**config.mk**
```make
export PLATFORM = sky130hd
export DESIGN_NAME = thermo_scratchpad
export DESIGN_NICKNAME = d
export VERILOG_FILES = /design/src/rtl/thermo_scratch_pkg.sv /design/src/rtl/thermo_limit_regs.sv /design/src/rtl/thermo_sample_alarm.sv /design/src/rtl/thermo_scratchpad.sv
export SDC_FILE = /design/constraint.sdc
export NUM_CORES = 1
export LEC_CHECK = 0
export BUFFER_PORTS_ARGS = -buffer_cell sky130_fd_sc_hd__clkbuf_2
export CAP_MARGIN = 10
export CORE_MARGIN = 1.5
export CORE_UTILIZATION = 51
export CTS_BUF_LIST = sky130_fd_sc_hd__clkbuf_16
export DETAILED_ROUTE_END_ITERATION = 8
export GPL_ROUTABILITY_DRIVEN = 0
export PLACE_DENSITY = 0.76
export SLEW_MARGIN = 20
export SYNTH_ARGS = -nofsm -noshare
export SYNTH_HDL_FRONTEND = slang
export SYNTH_SLANG_ARGS = --single-unit
```
**constraint.sdc**
```tcl
create_clock -name clk -period 1.5 [get_ports clk]
set_input_delay 0.3 -clock clk [delete_from_list [all_inputs] [get_ports clk]]
set_output_delay 0.3 -clock clk [all_outputs]
set_load 0.03 [all_outputs]
```
**src/rtl/thermo_scratch_pkg.sv**
```systemverilog
package thermo_scratch_pkg;
   localparam int BYTE_W   = 8;
   localparam int NUM_LOC  = 8;
   localparam int ADDR_W   = $clog2(NUM_LOC);
   localparam int TEMP_W   = 2 * BYTE_W;
   localparam int FRAC_W   = 4;
   localparam int RES_W    = 2;

   typedef logic [BYTE_W-1:0] byte_t;
   typedef logic [RES_W-1:0]  res_t;

   typedef enum logic [ADDR_W-1:0] {
      LOC_TEMP_LO = 3'd0,
      LOC_TEMP_HI = 3'd1,
      LOC_UPPER   = 3'd2,
      LOC_LOWER   = 3'd3,
      LOC_CONFIG  = 3'd4,
      LOC_FIXED_A = 3'd5,
      LOC_FIXED_B = 3'd6,
      LOC_FIXED_C = 3'd7
   } loc_e;

   localparam byte_t FIXED_A_VAL = 8'hFF;
   localparam byte_t FIXED_B_VAL = 8'h0C;
   localparam byte_t FIXED_C_VAL = 8'h10;

   function automatic byte_t cfg_image(input res_t code);
      return {1'b0, code, 5'b11111};
   endfunction
endpackage

```
**src/rtl/thermo_limit_regs.sv**
```systemverilog
module thermo_limit_regs
   import thermo_scratch_pkg::*;
#(
   parameter byte_t UPPER_INIT = 8'h3C,
   parameter byte_t LOWER_INIT = 8'hF6,
   parameter res_t  RES_INIT   = 2'b11
) (
   input  logic              clk,
   input  logic              rst_n,
   input  logic              wr_en,
   input  logic [ADDR_W-1:0] wr_addr,
   input  byte_t             wr_data,
   input  logic              copy_req,
   input  logic              recall_req,
   output byte_t             upper_o,
   output byte_t             lower_o,
   output res_t              res_o
);
   localparam int RES_LSB = 5;

   byte_t upper_q, lower_q, bk_upper_q, bk_lower_q;
   res_t  res_q, bk_res_q;

   logic wr_upper, wr_lower, wr_cfg;
   assign wr_upper = wr_en && (wr_addr == LOC_UPPER);
   assign wr_lower = wr_en && (wr_addr == LOC_LOWER);
   assign wr_cfg   = wr_en && (wr_addr == LOC_CONFIG);

   always_ff @(posedge clk or negedge rst_n) begin
      if (!rst_n) begin
         bk_upper_q <= UPPER_INIT;
         bk_lower_q <= LOWER_INIT;
         bk_res_q   <= RES_INIT;
      end else if (copy_req) begin
         bk_upper_q <= upper_q;
         bk_lower_q <= lower_q;
         bk_res_q   <= res_q;
      end
   end

   always_ff @(posedge clk or negedge rst_n) begin
      if (!rst_n) begin
         upper_q <= UPPER_INIT;
         lower_q <= LOWER_INIT;
         res_q   <= RES_INIT;
      end else if (recall_req) begin
         upper_q <= bk_upper_q;
         lower_q <= bk_lower_q;
         res_q   <= bk_res_q;
      end else begin
         if (wr_upper) upper_q <= wr_data;
         if (wr_lower) lower_q <= wr_data;
         if (wr_cfg)   res_q   <= wr_data[RES_LSB +: RES_W];
      end
   end

   assign upper_o = upper_q;
   assign lower_o = lower_q;
   assign res_o   = res_q;

   assert_recall_restore_R7: assert property (@(posedge clk) disable iff (!rst_n)
      recall_req |=> (upper_q == $past(bk_upper_q)) && (lower_q == $past(bk_lower_q))
                     && (res_q == $past(bk_res_q)));

   assert_copy_old_value_R9: assert property (@(posedge clk) disable iff (!rst_n)
      copy_req |=> (bk_upper_q == $past(upper_q)) && (bk_lower_q == $past(lower_q))
                   && (bk_res_q == $past(res_q)));

   assert_res_write_only_R2: assert property (@(posedge clk) disable iff (!rst_n)
      (!recall_req && !wr_cfg) |=> $stable(res_q));
endmodule

```
**src/rtl/thermo_sample_alarm.sv**
```systemverilog
module thermo_sample_alarm
   import thermo_scratch_pkg::*;
#(
   parameter logic [TEMP_W-1:0] TEMP_INIT = 16'h0550
) (
   input  logic              clk,
   input  logic              rst_n,
   input  logic              conv_valid,
   input  logic [TEMP_W-1:0] conv_data,
   input  res_t              res_i,
   input  byte_t             upper_i,
   input  byte_t             lower_i,
   output logic [TEMP_W-1:0] temp_o,
   output logic              alarm_o
);
   localparam res_t MAX_DROP = res_t'(3);

   if (TEMP_W < FRAC_W + BYTE_W) begin : g_width_bad
      $error("temperature word too narrow for integer part");
   end

   logic [TEMP_W-1:0] temp_q, masked;
   logic              alarm_q;
   res_t              drop;
   logic signed [BYTE_W-1:0] whole;
   logic              hit_upper, hit_lower;

   always_comb begin
      drop      = MAX_DROP - res_i;
      masked    = conv_data & ({TEMP_W{1'b1}} << drop);
      whole     = $signed(masked[FRAC_W +: BYTE_W]);
      hit_upper = whole >= $signed(upper_i);
      hit_lower = whole <= $signed(lower_i);
   end

   always_ff @(posedge clk or negedge rst_n) begin
      if (!rst_n) begin
         temp_q  <= TEMP_INIT;
         alarm_q <= 1'b0;
      end else if (conv_valid) begin
         temp_q  <= masked;
         alarm_q <= hit_upper || hit_lower;
      end
   end

   assign temp_o  = temp_q;
   assign alarm_o = alarm_q;

   assert_mask_9bit_R4: assert property (@(posedge clk) disable iff (!rst_n)
      (conv_valid && res_i == 2'b00) |=> (temp_q[2:0] == 3'b000));

   assert_temp_readonly_R3: assert property (@(posedge clk) disable iff (!rst_n)
      !conv_valid |=> $stable(temp_q));

   assert_alarm_sticky_R6: assert property (@(posedge clk) disable iff (!rst_n)
      !conv_valid |=> $stable(alarm_q));

   assert_alarm_upper_R5: assert property (@(posedge clk) disable iff (!rst_n)
      (conv_valid && ($signed(conv_data[FRAC_W +: BYTE_W]) >= $signed(upper_i))) |=> alarm_q);
endmodule

```
**src/rtl/thermo_scratchpad.sv**
```systemverilog
module thermo_scratchpad
   import thermo_scratch_pkg::*;
#(
   parameter logic [7:0]  UPPER_INIT = 8'h3C,
   parameter logic [7:0]  LOWER_INIT = 8'hF6,
   parameter logic [1:0]  RES_INIT   = 2'b11,
   parameter logic [15:0] TEMP_INIT  = 16'h0550
) (
   input  logic        clk,
   input  logic        rst_n,
   input  logic        wr_en,
   input  logic [2:0]  wr_addr,
   input  logic [7:0]  wr_data,
   input  logic [2:0]  rd_addr,
   output logic [7:0]  rd_data,
   input  logic        conv_valid,
   input  logic [15:0] conv_data,
   input  logic        copy_req,
   input  logic        recall_req,
   output logic        alarm,
   output logic [1:0]  resolution
);
   if (TEMP_W != 16 || ADDR_W != 3) begin : g_geom_bad
      $error("port widths do not match package geometry");
   end

   byte_t             upper, lower;
   res_t              res;
   logic [TEMP_W-1:0] temp;

   thermo_limit_regs #(
      .UPPER_INIT (UPPER_INIT),
      .LOWER_INIT (LOWER_INIT),
      .RES_INIT   (RES_INIT)
   ) limits_i (
      .clk        (clk),
      .rst_n      (rst_n),
      .wr_en      (wr_en),
      .wr_addr    (wr_addr),
      .wr_data    (wr_data),
      .copy_req   (copy_req),
      .recall_req (recall_req),
      .upper_o    (upper),
      .lower_o    (lower),
      .res_o      (res)
   );

   thermo_sample_alarm #(
      .TEMP_INIT (TEMP_INIT)
   ) sample_i (
      .clk        (clk),
      .rst_n      (rst_n),
      .conv_valid (conv_valid),
      .conv_data  (conv_data),
      .res_i      (res),
      .upper_i    (upper),
      .lower_i    (lower),
      .temp_o     (temp),
      .alarm_o    (alarm)
   );

   always_comb begin
      unique case (loc_e'(rd_addr))
         LOC_TEMP_LO: rd_data = temp[0 +: BYTE_W];
         LOC_TEMP_HI: rd_data = temp[BYTE_W +: BYTE_W];
         LOC_UPPER:   rd_data = upper;
         LOC_LOWER:   rd_data = lower;
         LOC_CONFIG:  rd_data = cfg_image(res);
         LOC_FIXED_A: rd_data = FIXED_A_VAL;
         LOC_FIXED_B: rd_data = FIXED_B_VAL;
         default:     rd_data = FIXED_C_VAL;
      endcase
   end

   assign resolution = res;
endmodule

```
==> results.txt <==
initial antenna violation count = 0
crit path launch type = register
# diodes = 0
final core utilization = 0.692
clock latency on the worst-skew pair = 290 ps
Max Freq = 0.566 GHz
wl on met1 = 3.29 mm
count of final setup violators = 9
worst clock skew = 4.62 ps
cell family with most CP delay = flip-flops
Ys Warns = 0
largest net degree at the start of global routing = 54
sequential area share after synthesis = 0.468
Filler cells = 399
Nets = 400
Initial Util = 0.528
Synth Cell Area = 2910 um2
Total GRT Usage = 0.249
failing checks = setup timing
first-iteration detailed-routing DRC count = 211
FFs w/ async S/R, synth = 1.00
Synth Net Count = 328
final wirelength = 7.19 mm
max layer used = met4
Period minus WS final = 1770 ps
Slew Limit Fails = 0
crit path kind = register to output pin
detailed placer's ending HPWL = 5.10 mm
top cells by area, synth = dfstp_2, dfrtp_1, mux2_2
via-per-instance ratio = 5.65
synthesized flop and latch total = 53
Synth area leader = dfstp_2
final worst setup slack = -267 ps
DR vias = 2377
Fin Setup TNS = -1390 ps
CP endpoint kind = output pin
crit share post-route = 1.18
Die Y-Extent = 78.5 um
hold bufs inserted after CTS = 0
met2 wire length = 3.49 mm
CTS tree = built
Max-slew headroom = 0.582
CTS root buf = clkbuf_16
core area = 5510 um2
slowest CP cell = dfstp_2
Ports = 47
Critical Path Max Stage Delay = 530 ps
unrepaired setup endpoints after global routing = yes
clock buffer count from CTS = 5
Worst EP required = 1200 ps
post-synthesis cell count = 276
outcome = complete, but fails checks
Top FF cell, synth = dfstp_2
Site Rows = 27
CP Cell Sequence = buf_4 -> mux2i_1 -> nor2_1 -> a21oi_1 -> o22ai_2 -> clkbuf_8
CP Max Fanout = 3
Worst-path clk slew = 60 ps
share of layout cells above drive strength 1 = 0.496
area grow syn2layout = 31.1%
synth unique cells = 32
Leak = 1.72 nW
WP buf/inv = 2
pwr dens = 1290 nW/um2
Avg Inst Size Synth = 10.5 um2
DRT Pass-1 Iters = 4
H-tree levels = 2
CTS sink count = 53
die area = 6160 um2
global-route wire length before repair = 11.8 mm
Antenna Nets Post-Route = 0
DIE WIDTH = 78.5 um
met3 WL = 297 um
# port buffers = 46
Yosys top cell area share = 0.253
# DRC = 0
number of global-route vias before repair = 2422
Min-Delay Path Class = primary input to asynchronous set/reset pin
actual slew at the worst max-slew pin = 627 ps
Max-cap violations = 0
maximum VDD drop = 0.597 mV
Final Hold Viols = 0
Post-synth EDFFs = 0
DR WL/cell = 17.1 um
CP Data Arrival Time = 1470 ps
gr ovfl total = 0
clock tree buffer depth = 2
placed cells by master, fill, tap and decap left out, types with 2 or more instances in the layout:
cell type | synthesis | routed
buf_4 | 1 | 27
a32oi_2 | 0 | 2
mux2_2 | 32 | 32
dfrtp_1 | 25 | 25
o21ai_0 | 22 | 20
mux2i_1 | 18 | 15
o21ai_1 | 1 | 3
ha_4 | 0 | 3
nor2_1 | 18 | 17
clkbuf_8 | 0 | 6
inv_2 | 0 | 3
nand3_1 | 2 | 2
clkbuf_16 | 0 | 5
nand4_1 | 5 | 5
and4bb_2 | 2 | 2
nand2_1 | 25 | 24
a21oi_2 | 0 | 2
inv_1 | 23 | 19
a211oi_2 | 0 | 3
clkinv_1 | 0 | 2
a21oi_1 | 13 | 11
o211ai_1 | 5 | 5
o22ai_1 | 8 | 3
ha_1 | 16 | 13
buf_12 | 0 | 3
a21o_1 | 2 | 2
clkbuf_2 | 0 | 36
buf_6 | 2 | 6
dfstp_2 | 28 | 28
nand2b_1 | 2 | 2
o22ai_2 | 0 | 5
mux2i_4 | 0 | 2
layout make-up:
type                    count  area (um2)  share of cell area
flip-flops and latches     53        1360               0.357
multi-input cells         185        1530               0.401
clock inverters             3        12.5             0.00328
repair buffers             80         606               0.159
inverters                  23        88.8              0.0233
well taps                  72        90.1              0.0236
clock buffers               5         125              0.0328
sequential cells by signal, summed over array words and instances, names as in the netlist:
| register | count |
|---|---|
| sample_i.temp_o | 16 |
| limits_i.bk_lower_q | 8 |
| limits_i.bk_upper_q | 8 |
| limits_i.lower_o | 8 |
| limits_i.upper_o | 8 |
| limits_i.bk_res_q | 2 |
| limits_i.res_o | 2 |
| sample_i.alarm_o | 1 |
stage by stage:
stage | power, W | hold WS (ps) | cells | worst slack, ps | cell area, um2
after floorplan | 0.00299 | 4.41 | 276 | -112 | 2990
after global placement | 0.00352 | 317 | 408 | -152 | 3490
after detailed placement | 0.00360 | 325 | 408 | -166 | 3490
after CTS | 0.00486 | 24.1 | 421 | -277 | 3780
final | 0.00491 | 11.6 | 421 | -267 | 3810
after global routing | 0.00518 | 37.5 | 421 | -333 | 3810
synthesized netlist by cell type, types with 2 or more instances:
cell type and instances:
a21oi_1 13, nand2b_1 2, a32oi_1 2, o211ai_1 5, and4bb_2 2, a211oi_1 4
o21ai_0 22, mux2_2 32, nand2_1 25, dfrtp_1 25, mux2i_1 18, buf_2 6
nand4_1 5, clkbuf_1 6, a21o_1 2, o22ai_1 8, nor2_1 18, buf_6 2
nand3_1 2, ha_1 16, inv_1 23, dfstp_2 28
metal layers:
metal	global-route usage	vias to the layer above
met4	0.0696	0
li1	-	1129
met2	0.412	68
met5	0	-
met1	0.333	1168
met3	0.0500	12
worst paths after layout:
kind,slack [ps],start,depth (start not counted),to
hold / removal,10,rst_n,2,sample_i.temp_o[12]$_DFFE_PN0P_
setup reg to reg,-170,limits_i.lower_o[4]$_DFFE_PN1P_,6,sample_i.alarm_o$_DFFE_PN0P_
max in group asynchronous,1200,rst_n,2,limits_i.res_o[0]$_DFFE_PN1P_
setup / recovery,-270,limits_i.lower_o[6]$_DFFE_PN1P_,6,rd_data[6]
hold reg to reg,480,limits_i.bk_upper_q[0]$_DFFE_PN0P_,2,limits_i.upper_o[0]$_DFFE_PN0P_
min in group clk,240,conv_data[3],2,sample_i.temp_o[3]$_DFFE_PN0P_
timing repair:
| action | CTS | global route |
|---|---|---|
| gates cloned | 0 | 0 |
| resized for setup | 32 | 10 |
| setup endpoints to repair | 9 | 10 |
| buffers inserted | 6 | 0 |
| endpoints found under the hold margin | 0 | 0 |
| pin swaps | 12 | 6 |
cells by family (layout without fill, tap and decap cells):
kind of cell	after synthesis	count (layout)	share of synthesized area
buf+inv	38	111	0.0581
simple gates	59	59	0.0956
compound gates	60	60	0.123
flops	53	53	0.468
fa+ha+maj	16	16	0.0689
mux	50	50	0.186
power breakdown:
part	switching [W]	internal, W
Sequential	0.000204	0.00189
Clock	0.000486	0.000604
Combinational	0.000854	0.000871
No activity file was read; power rests on OpenSTA's default activity.
